### config.mk
export PLATFORM = sky130hd
export DESIGN_NAME = udma_rd_init
export DESIGN_NICKNAME = d
export VERILOG_FILES = /design/src/rtl/udma_rd_pkg.sv /design/src/rtl/udma_rd_timing.sv /design/src/rtl/udma_rd_fsm.sv /design/src/rtl/udma_rd_wordpath.sv /design/src/rtl/udma_rd_init.sv
export SDC_FILE = /design/constraint.sdc
export NUM_CORES = 1
export LEC_CHECK = 0
export BUFFER_PORTS_ARGS = -buffer_cell sky130_fd_sc_hd__buf_2
export CAP_MARGIN = 20
export CELL_PAD_IN_SITES_DETAIL_PLACEMENT = 1
export CELL_PAD_IN_SITES_GLOBAL_PLACEMENT = 2
export CORE_ASPECT_RATIO = 0.75
export CORE_MARGIN = 4
export CORE_UTILIZATION = 31
export DETAILED_ROUTE_END_ITERATION = 7
export PLACE_DENSITY_LB_ADDON = 0.1
export SLEW_MARGIN = 20
export SYNTH_ARGS = -nofsm -noshare
export SYNTH_HDL_FRONTEND = slang
export SYNTH_SLANG_ARGS = --single-unit
### constraint.sdc
create_clock -name clk -period 3.7 [get_ports clk]
set_input_delay 0.74 -clock clk [delete_from_list [all_inputs] [get_ports clk]]
set_output_delay 0.74 -clock clk [all_outputs]
set_load 0.05 [all_outputs]
### src/rtl/udma_rd_pkg.sv
// Package: shared widths, types and the ns-to-cycle conversion for the
// read-burst initiator. Assumes times are given in picoseconds.
package udma_rd_pkg;
    localparam int MODE_W   = 3;
    localparam int N_MODES  = 6;
    localparam int MAX_MODE = N_MODES - 1;
    localparam int DATA_W   = 16;
    localparam int CYC_W    = 8;
    localparam int ENV_MIN_PS = 20000;

    typedef struct packed {
        logic [CYC_W-1:0] setup;
        logic [CYC_W-1:0] hold;
        logic [CYC_W-1:0] lead;
        logic [CYC_W-1:0] fs_max;
        logic [CYC_W-1:0] env_min;
        logic [CYC_W-1:0] env_max;
    } udma_timing_t;

    typedef enum logic [2:0] {
        ST_IDLE, ST_REQUEST, ST_WAIT_ACK, ST_WAIT_READY, ST_FIRST_STROBE, ST_STREAM
    } udma_state_t;

    typedef enum logic {PH_HOLD, PH_SETUP} udma_phase_t;

    // Minimum limit: round up, never below one cycle.
    function automatic int min_cyc(int ps, int clk_ps);
        int r;
        r = (ps + clk_ps - 1) / clk_ps;
        return (r < 1) ? 1 : r;
    endfunction

    // Maximum limit: round down.
    function automatic int max_cyc(int ps, int clk_ps);
        return ps / clk_ps;
    endfunction

    function automatic int setup_ps(int m);
        case (m)
            0: return 70000;
            1: return 48000;
            2: return 31000;
            3: return 20000;
            4: return 6700;
            default: return 4800;
        endcase
    endfunction

    function automatic int hold_ps(int m);
        return (m == 5) ? 4800 : 6200;
    endfunction

    function automatic int first_strobe_max_ps(int m);
        case (m)
            0: return 230000;
            1: return 200000;
            2: return 170000;
            3: return 130000;
            4: return 120000;
            default: return 90000;
        endcase
    endfunction

    function automatic int env_max_ps(int m);
        return (m <= 2) ? 70000 : ((m <= 4) ? 55000 : 50000);
    endfunction

    function automatic int data_on_ps(int m);
        case (m)
            0: return 70000;
            1: return 48000;
            2: return 31000;
            3: return 20000;
            4: return 6700;
            default: return 25000;
        endcase
    endfunction

    function automatic int strobe_on_ps(int m);
        return (m == 5) ? 35000 : 0;
    endfunction

    function automatic int max3(int a, int b, int c);
        int r;
        r = (a > b) ? a : b;
        return (r > c) ? r : c;
    endfunction
endpackage

### src/rtl/udma_rd_timing.sv
// Per-mode timing table in clock cycles, built at elaboration from CLK_PS.
// Assumes every converted value fits CYC_W bits. Codes above the last mode
// select the last mode.
module udma_rd_timing
    import udma_rd_pkg::*;
#(
    parameter int CLK_PS = 4000
) (
    input  logic [MODE_W-1:0] mode_q,
    output udma_timing_t      tim
);
    udma_timing_t table_w [N_MODES];
    logic [MODE_W-1:0] idx;

    for (genvar m = 0; m < N_MODES; m++) begin : g_mode
        localparam int SETUP_C = min_cyc(setup_ps(m), CLK_PS);
        localparam int HOLD_C  = min_cyc(hold_ps(m), CLK_PS);
        localparam int DON_C   = min_cyc(data_on_ps(m), CLK_PS);
        localparam int SON_C   = min_cyc(strobe_on_ps(m), CLK_PS);
        localparam int LEAD_C  = max3(SETUP_C, DON_C, SON_C);
        localparam int FSMAX_C = max_cyc(first_strobe_max_ps(m), CLK_PS);
        localparam int EMIN_C  = min_cyc(ENV_MIN_PS, CLK_PS);
        localparam int EMAX_C  = max_cyc(env_max_ps(m), CLK_PS);
        assign table_w[m] = '{setup:   CYC_W'(SETUP_C),
                              hold:    CYC_W'(HOLD_C),
                              lead:    CYC_W'(LEAD_C),
                              fs_max:  CYC_W'(FSMAX_C),
                              env_min: CYC_W'(EMIN_C),
                              env_max: CYC_W'(EMAX_C)};
    end

    // Clamp out-of-range codes onto the fastest mode.
    always_comb idx = (mode_q > MODE_W'(MAX_MODE)) ? MODE_W'(MAX_MODE) : mode_q;

    // Look up the captured mode.
    always_comb tim = table_w[idx];
endmodule

### src/rtl/udma_rd_fsm.sv
// Burst sequencer: request, acknowledge, envelope wait, host-ready wait,
// lead to first strobe, then the hold/setup stream. Emits one-cycle pulses
// to the word path. Assumes the source keeps a word at its head until popped.
module udma_rd_fsm
    import udma_rd_pkg::*;
(
    input  logic              clk,
    input  logic              rst_n,
    input  logic [MODE_W-1:0] mode_sel,
    input  logic              src_valid,
    input  logic              host_ack_n,
    input  logic              host_stop,
    input  logic              host_ready_n,
    input  udma_timing_t      tim,
    output logic [MODE_W-1:0] mode_q,
    output logic              dev_req,
    output logic              drive_on,
    output logic              load_word,
    output logic              toggle
);
    udma_state_t       state;
    udma_phase_t       phase;
    logic [CYC_W-1:0]  cnt;
    logic              host_go;
    logic              cnt_done;

    // Host lets the burst proceed and a word is on hand.
    always_comb host_go = !host_stop && !host_ready_n && src_valid;
    always_comb cnt_done = (cnt == '0);

    // Pulses towards the word path.
    always_comb begin
        drive_on  = (state == ST_WAIT_READY) && host_go;
        load_word = drive_on ||
                    ((state == ST_STREAM) && (phase == PH_HOLD) && cnt_done && src_valid);
        toggle    = ((state == ST_FIRST_STROBE) && cnt_done) ||
                    ((state == ST_STREAM) && (phase == PH_SETUP) && cnt_done);
    end

    // State, interval counter and captured mode.
    always_ff @(posedge clk) begin
        if (!rst_n) begin
            state   <= ST_IDLE;
            phase   <= PH_HOLD;
            cnt     <= '0;
            dev_req <= 1'b0;
            mode_q  <= '0;
        end else begin
            case (state)
                ST_IDLE: begin
                    if (src_valid) begin
                        mode_q  <= mode_sel;
                        dev_req <= 1'b1;
                        state   <= ST_REQUEST;
                    end
                end
                ST_REQUEST: begin
                    if (!host_ack_n) begin
                        cnt   <= tim.env_min - 1'b1;
                        state <= ST_WAIT_ACK;
                    end
                end
                ST_WAIT_ACK: begin
                    if (cnt_done) state <= ST_WAIT_READY;
                    else          cnt   <= cnt - 1'b1;
                end
                ST_WAIT_READY: begin
                    if (host_go) begin
                        cnt   <= tim.lead - 1'b1;
                        state <= ST_FIRST_STROBE;
                    end
                end
                ST_FIRST_STROBE: begin
                    if (cnt_done) begin
                        phase <= PH_HOLD;
                        cnt   <= tim.hold - 1'b1;
                        state <= ST_STREAM;
                    end else begin
                        cnt <= cnt - 1'b1;
                    end
                end
                ST_STREAM: begin
                    if (!cnt_done) begin
                        cnt <= cnt - 1'b1;
                    end else if (phase == PH_HOLD) begin
                        if (src_valid) begin
                            phase <= PH_SETUP;
                            cnt   <= tim.setup - 1'b1;
                        end
                    end else begin
                        phase <= PH_HOLD;
                        cnt   <= tim.hold - 1'b1;
                    end
                end
                default: state <= ST_IDLE;
            endcase
        end
    end

    // the selected mode's table must leave room between its limits.
    assert_mode_limits_R6: assert property (@(posedge clk) disable iff (!rst_n)
        (state != ST_IDLE) |-> ((tim.lead <= tim.fs_max) && (tim.env_min <= tim.env_max)));

    // leaving idle raises the request on that edge.
    assert_req_rise_R2: assert property (@(posedge clk) disable iff (!rst_n)
        ($past(rst_n) && ($past(state) == ST_IDLE) && $past(src_valid)) |-> dev_req);
endmodule

### src/rtl/udma_rd_wordpath.sv
// Output register for the data bus, the strobe level and the driver enable.
// Assumes the sequencer never loads and toggles on the same edge.
module udma_rd_wordpath
    import udma_rd_pkg::*;
(
    input  logic              clk,
    input  logic              rst_n,
    input  logic              drive_on,
    input  logic              load_word,
    input  logic              toggle,
    input  logic [DATA_W-1:0] src_data,
    output logic              dev_data_oe,
    output logic [DATA_W-1:0] dev_data,
    output logic              dev_strobe
);
    // Drive enable, data word and strobe level.
    always_ff @(posedge clk) begin
        if (!rst_n) begin
            dev_data_oe <= 1'b0;
            dev_data    <= '0;
            dev_strobe  <= 1'b1;
        end else begin
            if (drive_on)  dev_data_oe <= 1'b1;
            if (load_word) dev_data    <= src_data;
            if (toggle)    dev_strobe  <= ~dev_strobe;
        end
    end

    // data holds still on every edge that moves the strobe.
    assert_data_stable_at_edge_R7: assert property (@(posedge clk) disable iff (!rst_n)
        (dev_data_oe && $past(dev_data_oe) && (dev_strobe != $past(dev_strobe)))
            |-> (dev_data == $past(dev_data)));

    // one edge after reset the outputs are at rest.
    assert_rest_after_reset_R1: assert property (@(posedge clk) disable iff (!rst_n)
        !$past(rst_n) |-> (!dev_data_oe && dev_strobe && (dev_data == '0)));
endmodule

### src/rtl/udma_rd_init.sv
// Top: device-side Ultra DMA read-burst initiator. Ties the sequencer, the
// timing table and the word path together. Assumes a clock period of CLK_PS
// picoseconds and host lines already synchronous to clk.
module udma_rd_init
    import udma_rd_pkg::*;
#(
    parameter int CLK_PS = 4000
) (
    input  logic              clk,
    input  logic              rst_n,
    input  logic [MODE_W-1:0] mode_sel,
    input  logic              src_valid,
    input  logic [DATA_W-1:0] src_data,
    output logic              src_pop,
    input  logic              host_ack_n,
    input  logic              host_stop,
    input  logic              host_ready_n,
    output logic              dev_req,
    output logic              dev_data_oe,
    output logic [DATA_W-1:0] dev_data,
    output logic              dev_strobe
);
    udma_timing_t      tim;
    logic [MODE_W-1:0] mode_q;
    logic              drive_on;
    logic              load_word;
    logic              toggle;
    logic [CYC_W:0]    ack_age;

    udma_rd_timing #(.CLK_PS(CLK_PS)) u_timing (
        .mode_q (mode_q),
        .tim    (tim)
    );

    udma_rd_fsm u_fsm (
        .clk          (clk),
        .rst_n        (rst_n),
        .mode_sel     (mode_sel),
        .src_valid    (src_valid),
        .host_ack_n   (host_ack_n),
        .host_stop    (host_stop),
        .host_ready_n (host_ready_n),
        .tim          (tim),
        .mode_q       (mode_q),
        .dev_req      (dev_req),
        .drive_on     (drive_on),
        .load_word    (load_word),
        .toggle       (toggle)
    );

    udma_rd_wordpath u_path (
        .clk         (clk),
        .rst_n       (rst_n),
        .drive_on    (drive_on),
        .load_word   (load_word),
        .toggle      (toggle),
        .src_data    (src_data),
        .dev_data_oe (dev_data_oe),
        .dev_data    (dev_data),
        .dev_strobe  (dev_strobe)
    );

    // Each loaded word is one pop.
    always_comb src_pop = load_word;

    // Checker counter: edges seen with the acknowledge low during a request.
    always_ff @(posedge clk) begin
        if (!rst_n)                                        ack_age <= '0;
        else if (dev_req && !host_ack_n && (ack_age != '1)) ack_age <= ack_age + 1'b1;
    end

    // drive-on never comes before the envelope minimum after acknowledge.
    assert_env_min_R4: assert property (@(posedge clk) disable iff (!rst_n)
        $rose(dev_data_oe) |-> (ack_age > {1'b0, tim.env_min}));

    // drive-on follows an edge that saw the host acknowledged, not stopped and ready.
    assert_host_ready_R5: assert property (@(posedge clk) disable iff (!rst_n)
        $rose(dev_data_oe) |-> (!$past(host_stop) && !$past(host_ready_n) && !$past(host_ack_n)));

    // a pop only takes a word that is there.
    assert_pop_valid_R8: assert property (@(posedge clk) disable iff (!rst_n)
        src_pop |-> src_valid);

    // an empty source leaves the data on the bus untouched.
    assert_stall_R9: assert property (@(posedge clk) disable iff (!rst_n)
        ($past(rst_n) && !$past(src_valid)) |-> $stable(dev_data));
endmodule

==> impl_summary.log <==
[metrics] result of the run: finished clean
[metrics] power share of the combinational group: 24.1%
[metrics] net count of the finished layout: 302
[metrics] count of state elements after synthesis: 34
[metrics] first-pass GRT wire length: 8620 um
[metrics] Final HPWL DP: 4090 um
[metrics] proportion of synthesized chip area in sequential cells: 35.9%
[metrics] worst-path maximum fanout: 7
[metrics] Clock Tree Buf Depth: 2
[metrics] worst vdd ir: 156 uV
[metrics] final non-filler cell total: 350
[metrics] maximum level of the CTS H-tree: 2
[metrics] layout overhead on the synthesized area: 20.4%
[metrics] cell count after synthesis: 229
[metrics] busiest grt layer: met1
[metrics] endpoint with the worst hold slack: u_path.dev_data_oe
[metrics] initial core utilization: 32.2%
[metrics] yosys warns: 0
[metrics] Inserted Clock Buffers: 5
[metrics] cell area after synthesis: 1900 sq um
[metrics] period utilization: 88.0%
[metrics] number of cells traversed by the worst hold path: 1
[metrics] share of post-route cells with drive strength above 1: 21.7%
[metrics] sw frac: 31.8%
[metrics] PwrDens: 436 nW/um^2
[metrics] pin count of the biggest net entering global routing: 25
[metrics] Clock power frac: 34.7%
[metrics] antenna cell count: 0
[metrics] Final Hold Violating Endpoints: 0
[metrics] weighted congestion reported at the end of routability-driven placement: 0.820
[metrics] max-capacitance violation count: 0
[metrics] library cells used by synthesis: 47
[metrics] combined global-route utilization of all metal layers: 14.7%
[metrics] clock latency on the worst-skew pair: 0.29 ns
[metrics] via density per instance: 5.14
[metrics] clock slew at reported path FFs: 0.07 ns
[metrics] number of nets produced by synthesis: 260
[metrics] Seq pwr share: 41.2%
[metrics] final setup skew: 0.00924 ns
[metrics] Post-synth top flop: dfxtp_1
[metrics] Total Die Area: 7450 sq um
[metrics] internal power: 0.000679 W
[metrics] data required time at the worst endpoint: 2.96 ns
[metrics] number of antenna violations at the first check in global routing: 0
[metrics] via count of the first global-routing pass: 1717
[metrics] number of filler instances in the final layout: 749
[metrics] class of the tightest hold or removal check: register to register
[metrics] Post-Synthesis Mean Instance Area: 8.29 sq um
[metrics] hold path startpoint: u_path.dev_data_oe
[metrics] Chip Width: 98.4 um
[metrics] met3 routing resource usage after global routing: 3.84%
[metrics] met2 Usage GRT: 20.9%
[metrics] buffers added on ports: 44
[metrics] post-cts sizing count: 0
[metrics] Clock Sinks: 34
[metrics] leading cell type in the layout, fill and taps excluded: buf_2
[metrics] number of hold buffers added after CTS: 0
[metrics] antenna violation net count after detailed routing: 0
[metrics] final wirelength: 5380 um
[metrics] Avg WL per Cell: 15.4 um
[metrics] reg2reg setup slack: 1.03 ns
[metrics] Pleak: 0.939 nW
[metrics] P_sw: 0.000317 W
[metrics] RR Endpoint: u_path.dev_data[5]
[metrics] arrival time of the worst setup path: 2.52 ns
[metrics] sort of element at the start of the critical path: register
[metrics] site row count: 24
[metrics] met1 global-route usage: 21.6%
[metrics] total grt overflow: 0
[metrics] clock tree from TritonCTS: done
[metrics] Max Clock Freq: 307 MHz
[metrics] chip height: 75.8 um
[metrics] crit path kind: register to primary output
[metrics] starting DRC count in detailed routing: 60
[metrics] length in cells of the worst reg-to-reg path: 6
[metrics] via count: 1799
[metrics] core region area: 5890 sq um
[metrics] placed cell count: 342
[metrics] actual slew at the worst max-slew pin: 0.840 ns
[metrics] remaining max-slew budget at the tightest pin: 44.0%
[metrics] shortest clock period the worst path allows after layout: 3.26 ns
[metrics] RR Startpoint: u_fsm.cnt[2]
[metrics] Clock Root Buffer: clkbuf_8
[metrics] setup TNS after final layout: 0 ns
[metrics] number of remaining DRC errors: 0
[metrics] count of final max-slew check failures: 0
[metrics] count of buffers added by post-CTS timing repair for setup: 0
[metrics] number of enable flip-flop cells after synthesis: 0
[metrics] total power draw: 0.000996 W
[metrics] Setup-failing EPs final: 0
[metrics] setup repair after global routing missed its margin: false
[metrics] number of top-level pins: 45
[metrics] type of destination of the critical path: primary output
[metrics] Synth async-reset ratio: 0%
[metrics] most used cells in the layout excluding fill and tap cells: 44 x buf_2, 36 x nor2_1, 34 x dfxtp_1
[metrics] detailed-router iteration count before antenna repair: 4
==> metrics by stage <==
stage / util [%] / hold slack [ns] / setup slack (ns) / cell area, sq um
4_1_cts: 38.8 / 0.477 / 0.420 / 2280
3_3_place_gp: 37.0 / 0.446 / 0.768 / 2180
6_report: 38.8 / 0.470 / 0.444 / 2280
2_1_floorplan: - / 0.470 / 0.812 / 1900
5_1_grt: 38.8 / 0.504 / 0.330 / 2280
3_5_place_dp: 37.0 / 0.457 / 0.745 / 2180
==> cell type report <==
type	instances	area, sq um	share of cell area (%)
clock buffer	7	76.3	3.34
sequential	34	681	29.8
multi-input combinational	174	1120	49.0
clock inverter	1	30.0	1.31
tap	78	97.6	4.27
inverter	8	30.0	1.31
timing repair buffer	48	250	11.0
==> metal layers <==
metal | vias to the layer above | part of all wire [%]
met1 | 853 | 55
met5 | - | 0
met3 | 8 | 3.4
li1 | 905 | -
met2 | 33 | 41
met4 | 0 | 0.95
==> cells by family after synthesis <==
logic type | Yosys count | synth area share (%)
mux | 18 | 9.49
compound gates | 56 | 19.8
flops | 34 | 35.9
xor+xnor | 5 | 2.31
simple gates | 89 | 23.4
fa+ha+maj | 6 | 3.96
buf+inv | 21 | 5.14
==> critical path: stages (launching register included) <==
cell and delay [ns]:
dfxtp_1 0.36, or4_1 0.67, or4_1 0.72, o2bb2ai_4 0.20, buf_2 0.28
==> synth_stat cells, drive strengths merged (2+ instances only) <==
cell type   n  area share (%)
nor2       36             7.1
dfxtp      34              36
mux2i      18             9.5
o21ai      15             4.0
a21oi      14             3.7
nand2      12             2.4
clkbuf     11             2.2
inv         8             1.6
nand2b      7             2.3
nor3        7             1.8
ha          6             4.0
nor3b       6             2.4
nor4        5             1.6
a31oi       4             1.3
a211oi      3             1.2
or3         3            0.99
or4         3             1.3
xor2        3             1.4
buf         2             1.3
nand3       2            0.53
nor2b       2            0.66
o21a        2            0.79
o22ai       2            0.66
o31ai       2            0.79
or2         2            0.66
or3b        2            0.92
xnor2       2            0.92
==> power groups by stage <==
stage	clock (W)	sequential (W)	combinational, W
final	0.000346	0.000410	0.000239
after global routing	0.000377	0.000414	0.000270
after CTS	0.000360	0.000410	0.000240
after detailed placement	0	0.000418	0.000239
after global placement	0	0.000418	0.000241
after floorplan	0	0.000410	0.000180
==> registers in the layout (all words and copies together) (netlist names) <==
register / flops
u_fsm.cnt: 8
u_fsm.dev_req: 1
u_fsm.mode_q: 3
u_fsm.phase: 1
u_fsm.state: 3
u_path.dev_data: 16
u_path.dev_data_oe: 1
u_path.dev_strobe: 1
==> how the worst max path moves through the flow <==
stage,slack (ns),startpoint,end,cells past startpoint
detailed placement,0.74,u_fsm.cnt[2],src_pop,4
finish,0.44,u_fsm.cnt[2],src_pop,4
CTS,0.42,u_fsm.cnt[2],src_pop,4
global route,0.33,u_fsm.cnt[0],src_pop,6
floorplan,0.81,u_fsm.cnt[2],src_pop,6
global placement,0.77,u_fsm.cnt[2],src_pop,4
(Power assumes the default switching activity.)
